$ cat src/rtl/pdg_pkg.sv
package pdg_pkg;

    typedef enum logic [0:0] {
        GS_RUN  = 1'b0,
        GS_PARK = 1'b1
    } gate_state_e;

    typedef struct packed {
        logic t;
        logic c;
        logic t_oe;
        logic c_oe;
    } leg_drive_t;

    localparam leg_drive_t LEG_RESET = '{t: 1'b0, c: 1'b0, t_oe: 1'b1, c_oe: 1'b1};

    function automatic logic edge_up(input logic prev, input logic cur);
        return cur & ~prev;
    endfunction

    function automatic logic edge_down(input logic prev, input logic cur);
        return prev & ~cur;
    endfunction

endpackage

$ cat src/rtl/pdg_qualify.sv
module pdg_qualify
    import pdg_pkg::*;
(
    input  logic clk,
    input  logic rst,
    input  logic req_n_i,
    input  logic ref_c_i,
    output logic stop_o
);
    localparam int EDGES_NEEDED = 2;
    localparam int CW = $clog2(EDGES_NEEDED + 1);

    logic          req_s1, req_s2;
    logic          ref_prev;
    logic [CW-1:0] edge_cnt;

    always_ff @(posedge clk) begin
        if (rst) begin
            req_s1   <= 1'b1;
            req_s2   <= 1'b1;
            ref_prev <= 1'b0;
            edge_cnt <= '0;
            stop_o   <= 1'b0;
        end else begin
            req_s1   <= req_n_i;
            req_s2   <= req_s1;
            ref_prev <= ref_c_i;
            if (req_s2) begin
                edge_cnt <= '0;
                stop_o   <= 1'b0;
            end else if (!stop_o && edge_up(ref_prev, ref_c_i)) begin
                if (edge_cnt == CW'(EDGES_NEEDED - 1)) begin
                    stop_o <= 1'b1;
                end else begin
                    edge_cnt <= edge_cnt + 1'b1;
                end
            end
        end
    end

    // a stop only begins from a request seen low through the synchronizer
    a_r1_qualified_low: assert property (@(posedge clk) disable iff (rst)
        $rose(stop_o) |-> $past(!req_s2));

    // a synchronized high request always clears the stop
    a_r9_release_clears: assert property (@(posedge clk) disable iff (rst)
        req_s2 |=> !stop_o);

endmodule

$ cat src/rtl/pdg_se_gate.sv
module pdg_se_gate
    import pdg_pkg::*;
(
    input  logic clk,
    input  logic rst,
    input  logic stop_i,
    input  logic clk_i,
    output logic clk_o,
    output logic parked_o
);
    gate_state_e state;
    logic        prev;

    always_ff @(posedge clk) begin
        if (rst) begin
            state <= GS_RUN;
            prev  <= 1'b0;
            clk_o <= 1'b0;
        end else begin
            prev <= clk_i;
            case (state)
                GS_RUN: begin
                    if (stop_i && edge_down(prev, clk_i)) begin
                        state <= GS_PARK;
                        clk_o <= 1'b0;
                    end else begin
                        clk_o <= clk_i;
                    end
                end
                default: begin
                    if (!stop_i && edge_up(prev, clk_i)) begin
                        state <= GS_RUN;
                        clk_o <= 1'b1;
                    end else begin
                        clk_o <= 1'b0;
                    end
                end
            endcase
        end
    end

    assign parked_o = (state == GS_PARK);

    // a parked single-ended output is low
    a_r2_parked_low: assert property (@(posedge clk) disable iff (rst)
        parked_o |-> !clk_o);

    // leaving park always starts with a high phase
    a_r7_resume_high: assert property (@(posedge clk) disable iff (rst)
        $fell(parked_o) |-> clk_o);

endmodule

$ cat src/rtl/pdg_pair_gate.sv
module pdg_pair_gate
    import pdg_pkg::*;
(
    input  logic       clk,
    input  logic       rst,
    input  logic       stop_i,
    input  logic       float_i,
    input  logic       t_i,
    input  logic       c_i,
    output leg_drive_t drv_o,
    output logic       parked_o
);
    gate_state_e state;
    logic        prev_t, prev_c;

    always_ff @(posedge clk) begin
        if (rst) begin
            state  <= GS_RUN;
            prev_t <= 1'b0;
            prev_c <= 1'b0;
            drv_o  <= LEG_RESET;
        end else begin
            prev_t <= t_i;
            prev_c <= c_i;
            case (state)
                GS_RUN: begin
                    if (stop_i && edge_down(prev_c, c_i)) begin
                        state <= GS_PARK;
                        drv_o <= '{t: 1'b1, c: 1'b0, t_oe: ~float_i, c_oe: 1'b0};
                    end else begin
                        drv_o <= '{t: t_i, c: c_i, t_oe: 1'b1, c_oe: 1'b1};
                    end
                end
                default: begin
                    if (!stop_i && edge_up(prev_t, t_i)) begin
                        state <= GS_RUN;
                        drv_o <= '{t: 1'b1, c: c_i, t_oe: 1'b1, c_oe: 1'b1};
                    end else begin
                        drv_o.t    <= 1'b1;
                        drv_o.c    <= 1'b0;
                        drv_o.c_oe <= 1'b0;
                        if (!stop_i) begin
                            drv_o.t_oe <= 1'b1;
                        end
                    end
                end
            endcase
        end
    end

    assign parked_o = (state == GS_PARK);

    // a parked pair holds its true leg high and complement low
    a_r3_true_high: assert property (@(posedge clk) disable iff (rst)
        parked_o |-> (drv_o.t && !drv_o.c));

    // the complement leg is never driven while parked
    a_r4_comp_float: assert property (@(posedge clk) disable iff (rst)
        parked_o |-> !drv_o.c_oe);

    // one sample after release is seen, the true leg is driven
    a_r8_redrive: assert property (@(posedge clk) disable iff (rst)
        (parked_o && !stop_i) |=> drv_o.t_oe);

    // resuming re-enables the complement leg
    a_r10_resume_enable: assert property (@(posedge clk) disable iff (rst)
        $fell(parked_o) |-> (drv_o.c_oe && drv_o.t_oe));

endmodule

$ cat src/rtl/pd_clock_gate.sv
module pd_clock_gate
    import pdg_pkg::*;
#(
    parameter int N_SE      = 9,
    parameter int N_PAIR    = 4,
    parameter int QUAL_PAIR = 0
) (
    input  logic              clk,
    input  logic              rst,
    input  logic              pd_req_n,
    input  logic [N_SE-1:0]   se_clk_in,
    input  logic [N_PAIR-1:0] pair_t_in,
    input  logic [N_PAIR-1:0] pair_c_in,
    input  logic [N_PAIR-1:0] pair_float,
    output logic [N_SE-1:0]   se_clk_out,
    output logic [N_PAIR-1:0] pair_t_out,
    output logic [N_PAIR-1:0] pair_c_out,
    output logic [N_PAIR-1:0] pair_t_oe,
    output logic [N_PAIR-1:0] pair_c_oe,
    output logic              core_stop
);
    localparam int N_ALL = N_SE + N_PAIR;

    logic             stop;
    logic [N_ALL-1:0] parked;

    pdg_qualify u_qual (
        .clk     (clk),
        .rst     (rst),
        .req_n_i (pd_req_n),
        .ref_c_i (pair_c_in[QUAL_PAIR]),
        .stop_o  (stop)
    );

    for (genvar i = 0; i < N_SE; i++) begin : g_se
        pdg_se_gate u_se (
            .clk      (clk),
            .rst      (rst),
            .stop_i   (stop),
            .clk_i    (se_clk_in[i]),
            .clk_o    (se_clk_out[i]),
            .parked_o (parked[i])
        );
    end

    for (genvar j = 0; j < N_PAIR; j++) begin : g_pair
        leg_drive_t drv;
        pdg_pair_gate u_pair (
            .clk      (clk),
            .rst      (rst),
            .stop_i   (stop),
            .float_i  (pair_float[j]),
            .t_i      (pair_t_in[j]),
            .c_i      (pair_c_in[j]),
            .drv_o    (drv),
            .parked_o (parked[N_SE+j])
        );
        assign pair_t_out[j] = drv.t;
        assign pair_c_out[j] = drv.c;
        assign pair_t_oe[j]  = drv.t_oe;
        assign pair_c_oe[j]  = drv.c_oe;
    end

    always_ff @(posedge clk) begin
        if (rst) begin
            core_stop <= 1'b0;
        end else begin
            core_stop <= stop && (&parked);
        end
    end

    // the core is told to stop only once everything has been parked
    a_r6_core_after_park: assert property (@(posedge clk) disable iff (rst)
        core_stop |-> $past(&parked));

    // a floated pair that is parked during a stop drives neither leg
    a_r5_float_both: assert property (@(posedge clk) disable iff (rst)
        (core_stop && stop) |-> ((pair_t_oe & pair_float) == '0));

endmodule

$ cat config.mk
export PLATFORM = sky130hd
export DESIGN_NAME = pd_clock_gate
export DESIGN_NICKNAME = d
export VERILOG_FILES = /design/src/rtl/pdg_pkg.sv /design/src/rtl/pdg_qualify.sv /design/src/rtl/pdg_se_gate.sv /design/src/rtl/pdg_pair_gate.sv /design/src/rtl/pd_clock_gate.sv
export SDC_FILE = /design/constraint.sdc
export NUM_CORES = 1
export LEC_CHECK = 0
export BUFFER_PORTS_ARGS = -buffer_cell sky130_fd_sc_hd__buf_2
export CORE_ASPECT_RATIO = 1.5
export CORE_UTILIZATION = 45
export DETAILED_ROUTE_END_ITERATION = 6
export GPL_TIMING_DRIVEN = 1
export PLACE_DENSITY_LB_ADDON = 0.12
export SYNTH_ARGS = -nofsm -noshare
export SYNTH_HDL_FRONTEND = slang
export SYNTH_SLANG_ARGS = --single-unit
$ cat constraint.sdc
create_clock -name clk -period 2.3 [get_ports clk]
set_clock_uncertainty 0.1 [all_clocks]
set_input_delay 0.46 -clock clk [delete_from_list [all_inputs] [get_ports clk]]
set_output_delay 0.46 -clock clk [all_outputs]
set_load 0.01 [all_outputs]
==> impl_metrics.tcl, run 1 <==
set metrics [dict create \
    slew_headroom_pct 74.3 \
    fin_crit_ps 1490 \
    async_flop_share_pct 0 \
    antenna_left 0 \
    clock_sinks 61 \
    ctsHoldBuffers 0 \
    die_h_um 86.2 \
    cts_buffers 9 \
    crit_type "register to register" \
    rsz0062_at_grt "false" \
    drive_above_1_share_pct 25.7 \
    clk_latency_ps 330 \
    finalSetupTns_ps 0 \
    synthCells 218 \
    htree_levels 3 \
    clk_transition_reported_paths_ps 60 \
    post_drt_wl_per_cell_um 11.6 \
    hold_class "input pin to register" \
    regArea_sq_um 1220 \
    syn_avg_cell_area_sq_um 9.76 \
    setup_viol 0 \
    final_net_count 290 \
    ys_ff_latch 61 \
    post-dp-hpwl_um 2740 \
    vdd_drop_max_mv 0.401 \
    ys_types 34 \
    power_density_nw_per_um2 785 \
    rows 30 \
    ys.flop_type "dfxtp_1" \
    drtIter0Drc 42 \
    grt_first_pass_wirelength_um 6410 \
    grt_pass1_vias 1517 \
    portBuffers 49 \
    clockBufferDepth 2 \
    cts_resized 0 \
    syn_nets 243 \
    clockRootBuffer "clkbuf_8" \
    antenna_found_initial 0 \
    hold_viol 0 \
    cts_tree "yes" \
    netlist_area_sq_um 2130 \
    drc 0 \
    yosysWarnings 0 \
    postCtsSetupRepairBufs 0 \
    ff2ff_setup_slack_ps 810 \
    tightest_slew_ps 385 \
    fill_cells 424 \
    route.vias.total 1633 \
    num_antenna_cells 0 \
    cp_data_required_time_ps 2430 \
    die_w_um 58.1 \
    ys_seq_area_share_pct 57.4 \
    leakage_nw 1.04 \
    fmax_mhz 673 \
    syn2layout_area_growth_pct 19.4 \
    vias_per_cell 4.90 \
    cp_max_fo 3 \
    fin_crit_sh_pct 64.6 \
    startpoint_type "register" \
    coreArea_sq_um 4540 \
    max_cap_violations 0 \
    io_pins 50 \
    gr-total-overflow 0 \
    fin_area_sq_um 2540 \
    grt_max_degree 21 \
    drt_first_pass_iters 4 \
    outcome "completed" \
    multiInputGateArea_sq_um 754 \
    die_area_sq_um 5010 \
    gp_congestion 0.777 \
    synth-edff-count 0 \
    start_util_pct 46.8 \
    placed_area_sq_um 2380 \
    cp-end-kind "register" \
    wl_um 3870 \
    grt_usage_pct 17.2 \
    maxSlewViolCount 0 \
    crit_arrival_ps 1610 \
]
-- per-layer routing --
layer	track usage [%]	vias to the layer above	share of wire, %
met1	19.0	755	44
met2	27.9	40	49
met4	11.5	0	2.2
met5	0	-	0
li1	-	829	-
met3	5.37	9	4.7
-- cell type report --
type | instances | area share (%)
flip-flops and latches | 61 | 48.1
clock inverters | 2 | 0.394
multi-input cells | 127 | 29.7
inverters | 13 | 1.92
well taps | 64 | 3.15
repair buffers | 53 | 10.8
clock buffers | 13 | 5.86
-- synthesized netlist by cell type, types with 2 or more instances --
| library cell | n | share of area [%] |
|---|---|---|
| buf_2 | 4 | 0.94 |
| o21ai_1 | 15 | 3.5 |
| nor2_1 | 15 | 2.6 |
| a21o_1 | 2 | 0.71 |
| nor3b_1 | 2 | 0.71 |
| and3_1 | 2 | 0.59 |
| inv_1 | 13 | 2.3 |
| dfxtp_1 | 61 | 57 |
| a21oi_1 | 13 | 3.1 |
| nand2b_1 | 3 | 0.88 |
| and3b_1 | 2 | 0.82 |
| nand3_1 | 2 | 0.47 |
| nor3_1 | 3 | 0.71 |
| buf_4 | 9 | 3.2 |
| o22ai_1 | 9 | 2.6 |
| or2_1 | 2 | 0.59 |
| nand2_1 | 2 | 0.35 |
| or3_1 | 2 | 0.59 |
| and2_1 | 11 | 3.2 |
| o21a_1 | 2 | 0.71 |
| clkbuf_1 | 4 | 0.71 |
| a211oi_1 | 4 | 1.4 |
| nor2b_1 | 14 | 4.1 |
| nand4_1 | 2 | 0.59 |
| o21ai_0 | 11 | 2.6 |
-- power breakdown --
part	internal [mW]	total (mW)	switching (mW)
Sequential	1.09	1.10	0.0124
Combinational	0.0533	0.112	0.0588
Clock	0.411	0.778	0.367
-- cell usage in the layout (no fill, tap or decap), drive strengths merged, types with 2 or more instances in the layout --
master	instances
dfxtp	61
buf	53
o21ai	26
nor2	16
nor2b	14
inv	13
a21oi	13
clkbuf	13
and2	11
o22ai	9
a211oi	4
nor3	4
nand2b	3
and3b	2
or2	2
nor3b	2
or3	2
nand2	2
a21o	2
and3	2
o21a	2
nand4	2
nand3	2
clkinv	2
-- flip-flops by register name (all words and copies together), names as in the netlist --
name,flops
g_pair.u_pair.prev_t,4
g_pair.u_pair.prev_c,4
g_pair.u_pair.parked_o,4
g_se.u_se.prev,9
u_qual.req_s2,1
core_stop,1
u_qual.edge_cnt,2
u_qual.req_s1,1
u_qual.stop_o,1
g_se.u_se.parked_o,9
g_pair.u_pair.drv_o,16
g_se.u_se.clk_o,9
-- worst max-delay path, cell delays in order, from the launching register on --
cell and delay [ps]:
dfxtp_1 340, inv_1 50, ha_1 210, nor4b_4 320, nor2_2 60, a2111oi_2 310
-- through the flow --
step / hold WS (ps) / total power, mW / cells / setup slack (ps) / utilization, %
2_1_floorplan: 283 / 1.20 / 218 / 837 / -
3_3_place_gp: 291 / 1.24 / 318 / 642 / 52.4
3_5_place_dp: 300 / 1.24 / 318 / 610 / 52.4
4_1_cts: 194 / 2.02 / 333 / 785 / 55.9
5_1_grt: 204 / 2.08 / 333 / 717 / 55.9
6_report: 208 / 1.99 / 333 / 813 / 55.9
-- path summary, 6_finish.rpt --
| check | startpoint | endpoint | cells past startpoint |
|---|---|---|---|
| worst min-delay path | pd_req_n | u_qual.req_s1 | 2 |
| worst min register to register | u_qual.req_s1 | u_qual.req_s2 | 1 |
| worst max register to register | u_qual.edge_cnt[1] | u_qual.edge_cnt[1] | 5 |
| worst max-delay path | u_qual.edge_cnt[1] | u_qual.edge_cnt[1] | 5 |
-- kinds of logic (layout without fill, tap and decap cells) --
| family | count (synthesis) | after routing | synth area share, % |
|---|---|---|---|
| AND/OR/NAND/NOR | 67 | 67 | 18.8 |
| flip-flops | 61 | 61 | 57.4 |
| AO/OA/AOI/OAI | 58 | 58 | 15.6 |
| buffers and inverters | 30 | 81 | 7.12 |
| adder cells (fa/ha/maj) | 1 | 1 | 0.588 |
| XOR/XNOR | 1 | 1 | 0.412 |
Power figures use the tool's default switching activity.
==> run 2: changes to the inputs <==
clock period = 1.2 ns   (was 2.3 ns; I/O delays follow)
==> impl_metrics.tcl, run 2 (synthesis gave the netlist of run 1 again) <==
set metrics [dict create \
    setup_viol 3 \
    fin_crit_ps 1290 \
    grt_first_pass_wirelength_um 6910 \
    post_drt_wl_per_cell_um 11.9 \
    clk_transition_reported_paths_ps 60 \
    route.vias.total 1690 \
    clock_sinks 61 \
    cts_tree "yes" \
    rows 30 \
    ff2ff_setup_slack_ps -90 \
    hold_viol 0 \
    power.total_mw 4.53 \
    max_cap_violations 0 \
    fmax_mhz 776 \
    hp-start "pair_t_in[3]" \
    placed_area_sq_um 2500 \
    coreArea_sq_um 4540 \
    fin_area_sq_um 2800 \
    final_cell_mix "58 x dfxtp_1, 49 x buf_2, 19 x buf_4" \
    startpoint_type "register" \
    grt_max_degree 15 \
    maxSlewViolCount 0 \
    vdd_drop_max_mv 1.10 \
    final_net_count 306 \
    clk_latency_ps 330 \
    regMostFlops "g_pair.u_pair.drv_o" \
    cp_data_required_time_ps 1320 \
    gr-total-overflow 0 \
    drt_first_pass_iters 4 \
    grt_pass1_vias 1607 \
    largest_reg_flops 16 \
    cp_max_fo 3 \
    violations "negative setup slack" \
    r2r_end "u_qual.edge_cnt[1]" \
    gp_congestion 0.761 \
    wl_um 4170 \
    slew_headroom_pct 79.6 \
    antenna_left 0 \
    hold_class "input pin to register" \
    cts_buffers 9 \
    die_area_sq_um 5010 \
    post-dp-hpwl_um 2930 \
    antenna_found_initial 0 \
    drtIter0Drc 44 \
    finalSetupTns_ps -158 \
    drive_above_1_share_pct 34.6 \
    leakage_nw 1.17 \
    clockRootBuffer "clkbuf_8" \
    hold_end "g_pair[3].u_pair.prev_t" \
    rr_startpoint "u_qual.edge_cnt[1]" \
    syn2layout_area_growth_pct 31.5 \
    tightest_slew_ps 304 \
    power_density_nw_per_um2 1620 \
    drc 0 \
    start_util_pct 46.8 \
    vias_per_cell 4.83 \
    io_pins 50 \
    die_w_um 58.1 \
    timing.final.ws_setup_ps -88.5 \
    ff2ff_path_depth 5 \
    layout_commonest_cell "dfxtp_1" \
    num_antenna_cells 0 \
    crit_arrival_ps 1410 \
    outcome "finished with violations" \
    die_h_um 86.2 \
    portBuffers 49 \
    rsz0062_at_grt "true" \
    clockBufferDepth 2 \
    htree_levels 3 \
    grt_usage_pct 18.6 \
    cp-end-kind "register" \
    fin_crit_sh_pct 107 \
    crit_type "register to register" \
    holdPathStages 2 \
]
run 2: cell types whose count changed in the layout (fill, tap and decap cells not counted), sizes merged:
cell and change:
clkbuf -1, clkinv -1, bufinv +3, buf +15, dlygate4sd3 +1
run 2: routing by layer:
| layer | global-route usage [%] | vias to the layer above | wire length, um |
|---|---|---|---|
| li1 | - | 858 | - |
| met1 | 20.4 | 782 | 1780 |
| met2 | 30.4 | 39 | 2110 |
| met3 | 6.27 | 11 | 166 |
| met4 | 11.9 | 0 | 112 |
| met5 | 0 | - | 0 |
run 2: timing repair:
action / in CTS / in global routing
pin swaps: 2 / 3
hold endpoints to repair: 1 / 0
hold buffers: 1 / 0
buffers inserted: 0 / 2
setup endpoints to repair: 11 / 6
gates resized for setup: 5 / 6
run 2: area by class of cell:
type	count	area, sq um
repair buffers	69	398
flip-flops and latches	61	1230
well taps	64	80.1
inverters	13	48.8
multi-input cells	127	801
clock inverters	4	95.1
clock buffers	12	145
fillers	399	1740
run 2: report_power, final:
part           switching [mW]  total (mW)  internal [mW]
registers              0.0254        2.11           2.09
logic                   0.120       0.244          0.125
clock network           0.737        2.17           1.43
total                   0.882        4.53           3.65
run 2: worst max-delay path, stage by stage (launching register included):
cell and delay (ps):
dfxtp_2 330, inv_2 40, ha_4 150, nor4b_4 300, nor2_2 60, a2111oi_2 200
run 2: how the worst max path moves through the flow:
stage	from	to	slack, ps	depth (start not counted)
2_1_floorplan	u_qual.edge_cnt[1]	u_qual.edge_cnt[1]	-100	5
4_1_cts	u_qual.edge_cnt[1]	u_qual.edge_cnt[1]	-110	5
6_report	u_qual.edge_cnt[1]	u_qual.edge_cnt[1]	-90	5
3_5_place_dp	u_qual.edge_cnt[1]	u_qual.edge_cnt[1]	-140	5
3_3_place_gp	u_qual.edge_cnt[1]	u_qual.edge_cnt[1]	-110	5
5_1_grt	u_qual.edge_cnt[1]	u_qual.edge_cnt[1]	-180	5
run 2: metrics by stage:
step | cells | utilization (%) | worst slack, ps | hold WS (ps)
2_1_floorplan | 218 | - | -102 | 237
3_3_place_gp | 331 | 55.0 | -107 | 306
3_5_place_dp | 331 | 55.0 | -139 | 299
4_1_cts | 348 | 60.9 | -110 | 38.5
5_1_grt | 350 | 61.6 | -178 | 48.0
6_report | 350 | 61.6 | -88.5 | 51.3
==> run 3: changes to the inputs <==
SYNTH_HIERARCHICAL = 1   (was not set)
==> impl_metrics.tcl, run 3 <==
set metrics [dict create \
    route.vias.total 1695 \
    portBuffers 49 \
    synth-edff-count 0 \
    rsz0062_at_grt "true" \
    grt_first_pass_wirelength_um 6740 \
    dp.cells 322 \
    final_cell_mix "60 x dfxtp_1, 49 x buf_2, 22 x nor2b_1" \
    cts_tree "yes" \
    crit_type "register to register" \
    synthCells 192 \
    leakage_nw 1.17 \
    ys_types 25 \
    synthAdderAreaFrac_pct 0.589 \
    cts_buffers 9 \
    tightest_slew_ps 286 \
    drtIter0Drc 38 \
    fin_crit_ps 1340 \
    drc 0 \
    antenna_left 0 \
    coreArea_sq_um 4540 \
    startpoint_type "register" \
    die_w_um 58.1 \
    drt_first_pass_iters 4 \
    synth_compound_area_share_pct 15.0 \
    syn_nets 217 \
    critPathLaunch "u_qual/edge_cnt[1]" \
    crit_arrival_ps 1450 \
    fill_cells 407 \
    regMostFlops "g_pair.u_pair/drv_o" \
    gr-total-overflow 0 \
    synth-simple-area-share_pct 23.9 \
    power.total_mw 3.95 \
    gp_congestion 0.710 \
    htree_levels 3 \
    synth_common_cells "62 x dfxtp_1, 22 x nor2b_1, 13 x a21oi_1, 13 x and2_1" \
    vias_per_cell 4.94 \
    ys_ff_latch 62 \
    clockBufferDepth 2 \
    synth_mux_area_share_pct 1.06 \
    post_drt_wl_per_cell_um 11.8 \
    cp_data_required_time_ps 1310 \
    cpPeakStageDelay_ps 330 \
    synth_xor_area_share_pct 0 \
    power_density_nw_per_um2 1350 \
    start_util_pct 46.8 \
    io_pins 50 \
    ys.flop_type "dfxtp_1" \
    cp-end-kind "register" \
    largest_reg_flops 16 \
    die_area_sq_um 5010 \
    finalSetupTns_ps -593 \
    ys_seq_area_share_pct 58.4 \
    clockRootBuffer "clkbuf_8" \
    hp-start "pair_t_in[0]" \
    synth_top_family_by_area "simple AND/OR/NAND/NOR gates" \
    antenna_found_initial 0 \
    cp_max_fo 2 \
    final_net_count 299 \
    cp_cell_sequence "inv_2 -> ha_4 -> nor4b_4 -> mux2_4" \
    vdd_drop_max_mv 0.854 \
    syn_avg_cell_area_sq_um 11.1 \
    grt_usage_pct 17.9 \
    rr_startpoint "u_qual/edge_cnt[1]" \
    wl_um 4060 \
    grt_pass1_vias 1620 \
    hold_class "input pin to register" \
    netlist_area_sq_um 2130 \
    finalNonFillerCells 343 \
    clk_latency_ps 330 \
    max_cap_violations 0 \
    layout_commonest_cell "dfxtp_1" \
    fin_crit_sh_pct 111 \
    yosysWarnings 6 \
    setup_viol 12 \
    synth.top_cell.area_share_pct 58.4 \
    yosysTopAreaCell "dfxtp_1" \
    grt_max_degree 27 \
    die_h_um 86.2 \
    post-dp-hpwl_um 2740 \
    clk_transition_reported_paths_ps 60 \
    num_antenna_cells 0 \
    drive_above_1_share_pct 39.8 \
    slew_headroom_pct 80.9 \
    maxSlewViolCount 0 \
    syn2layout_area_growth_pct 37.7 \
    fmax_mhz 748 \
    clock_sinks 62 \
    hold_viol 0 \
    cp_slowest_cell "dfxtp_2" \
    yosys.cell_count.top_type "dfxtp_1" \
    rows 30 \
    synth_area_leaders "dfxtp_1 58%, nor2b_1 6.5%, and2_1 3.8%" \
    outcome "finished with violations" \
    violations "negative setup slack" \
    async_flop_share_pct 0 \
    timing.final.ws_setup_ps -136 \
]
-- run 3: changes by cell type in the layout (fill, tap and decap cells not counted), moves of 4 or more --
cell	previous run	this run
or3b_4	0	4
o21ai_0	11	0
or2_0	0	9
nor2b_1	12	22
o41a_1	0	4
nor2_1	15	4
nand3b_1	0	6
inv_1	12	5
nand4bb_1	0	4
o21ai_1	15	6
-- run 3: timing repair --
action	CTS	global route
hold endpoints to repair	1	0
buffers inserted	4	0
hold buffers	1	0
setup endpoints to repair	5	27
pin swaps	2	4
gates resized for setup	11	13
-- run 3: where the power goes --
part	leakage (nW)	internal (mW)	switching, mW
Sequential	0.511	2.12	0.0244
Clock	0.0861	0.795	0.742
Combinational	0.577	0.150	0.119
Total	1.17	3.07	0.886
-- run 3: path summary, 6_finish.rpt --
path	end	slack, ps	cells past startpoint
max	u_qual/edge_cnt[1]	-140	4
min reg2reg	u_qual/req_s2	320	1
min	g_pair[0].u_pair/prev_t	60	2
max reg2reg	u_qual/edge_cnt[1]	-140	4
-- run 3: final cells by class --
class / count / area (sq um) / share of cell area, %
clock buffer: 12 / 145 / 4.96
clock inverter: 4 / 22.5 / 0.769
inverter: 6 / 22.5 / 0.769
multi-input combinational: 124 / 953 / 32.6
sequential: 62 / 1250 / 42.6
tap: 64 / 80.1 / 2.74
timing repair buffer: 71 / 458 / 15.6
-- run 3: worst max-delay path, delay by kind of cell (launching register included) --
kind	cells	cell delay (ps)
fa+ha+maj	1	150
mux	1	330
buf+inv	1	40
simple gates	1	280
flops	1	330
-- run 3: per-layer routing --
metal	vias up	GRT usage, %	share of wire [%]
li1	855	-	-
met4	0	9.96	1.5
met2	37	30.9	52
met1	795	18.9	43
met5	-	0	0
met3	8	5.37	4.0
-- run 3: kinds of logic (layout without fill, tap and decap cells) --
family | after synthesis | in the layout
and+or+nand+nor | 73 | 73
DFF | 62 | 62
AOI/OAI and AO/OA | 48 | 48
buffers and inverters | 6 | 93
muxes | 2 | 2
adders and majority gates | 1 | 1
-- run 3: per-stage QoR --
| step | utilization, % | worst slack, ps | hold WS [ps] | area [sq um] |
|---|---|---|---|---|
| finish | 64.5 | -136 | 57.6 | 2930 |
| global route | 64.5 | -197 | 54.4 | 2930 |
| CTS | 63.2 | -170 | 42.1 | 2870 |
| detailed placement | 57.7 | -167 | 302 | 2620 |
| global placement | 57.7 | -136 | 295 | 2620 |
| floorplan | - | -106 | 209 | 2130 |
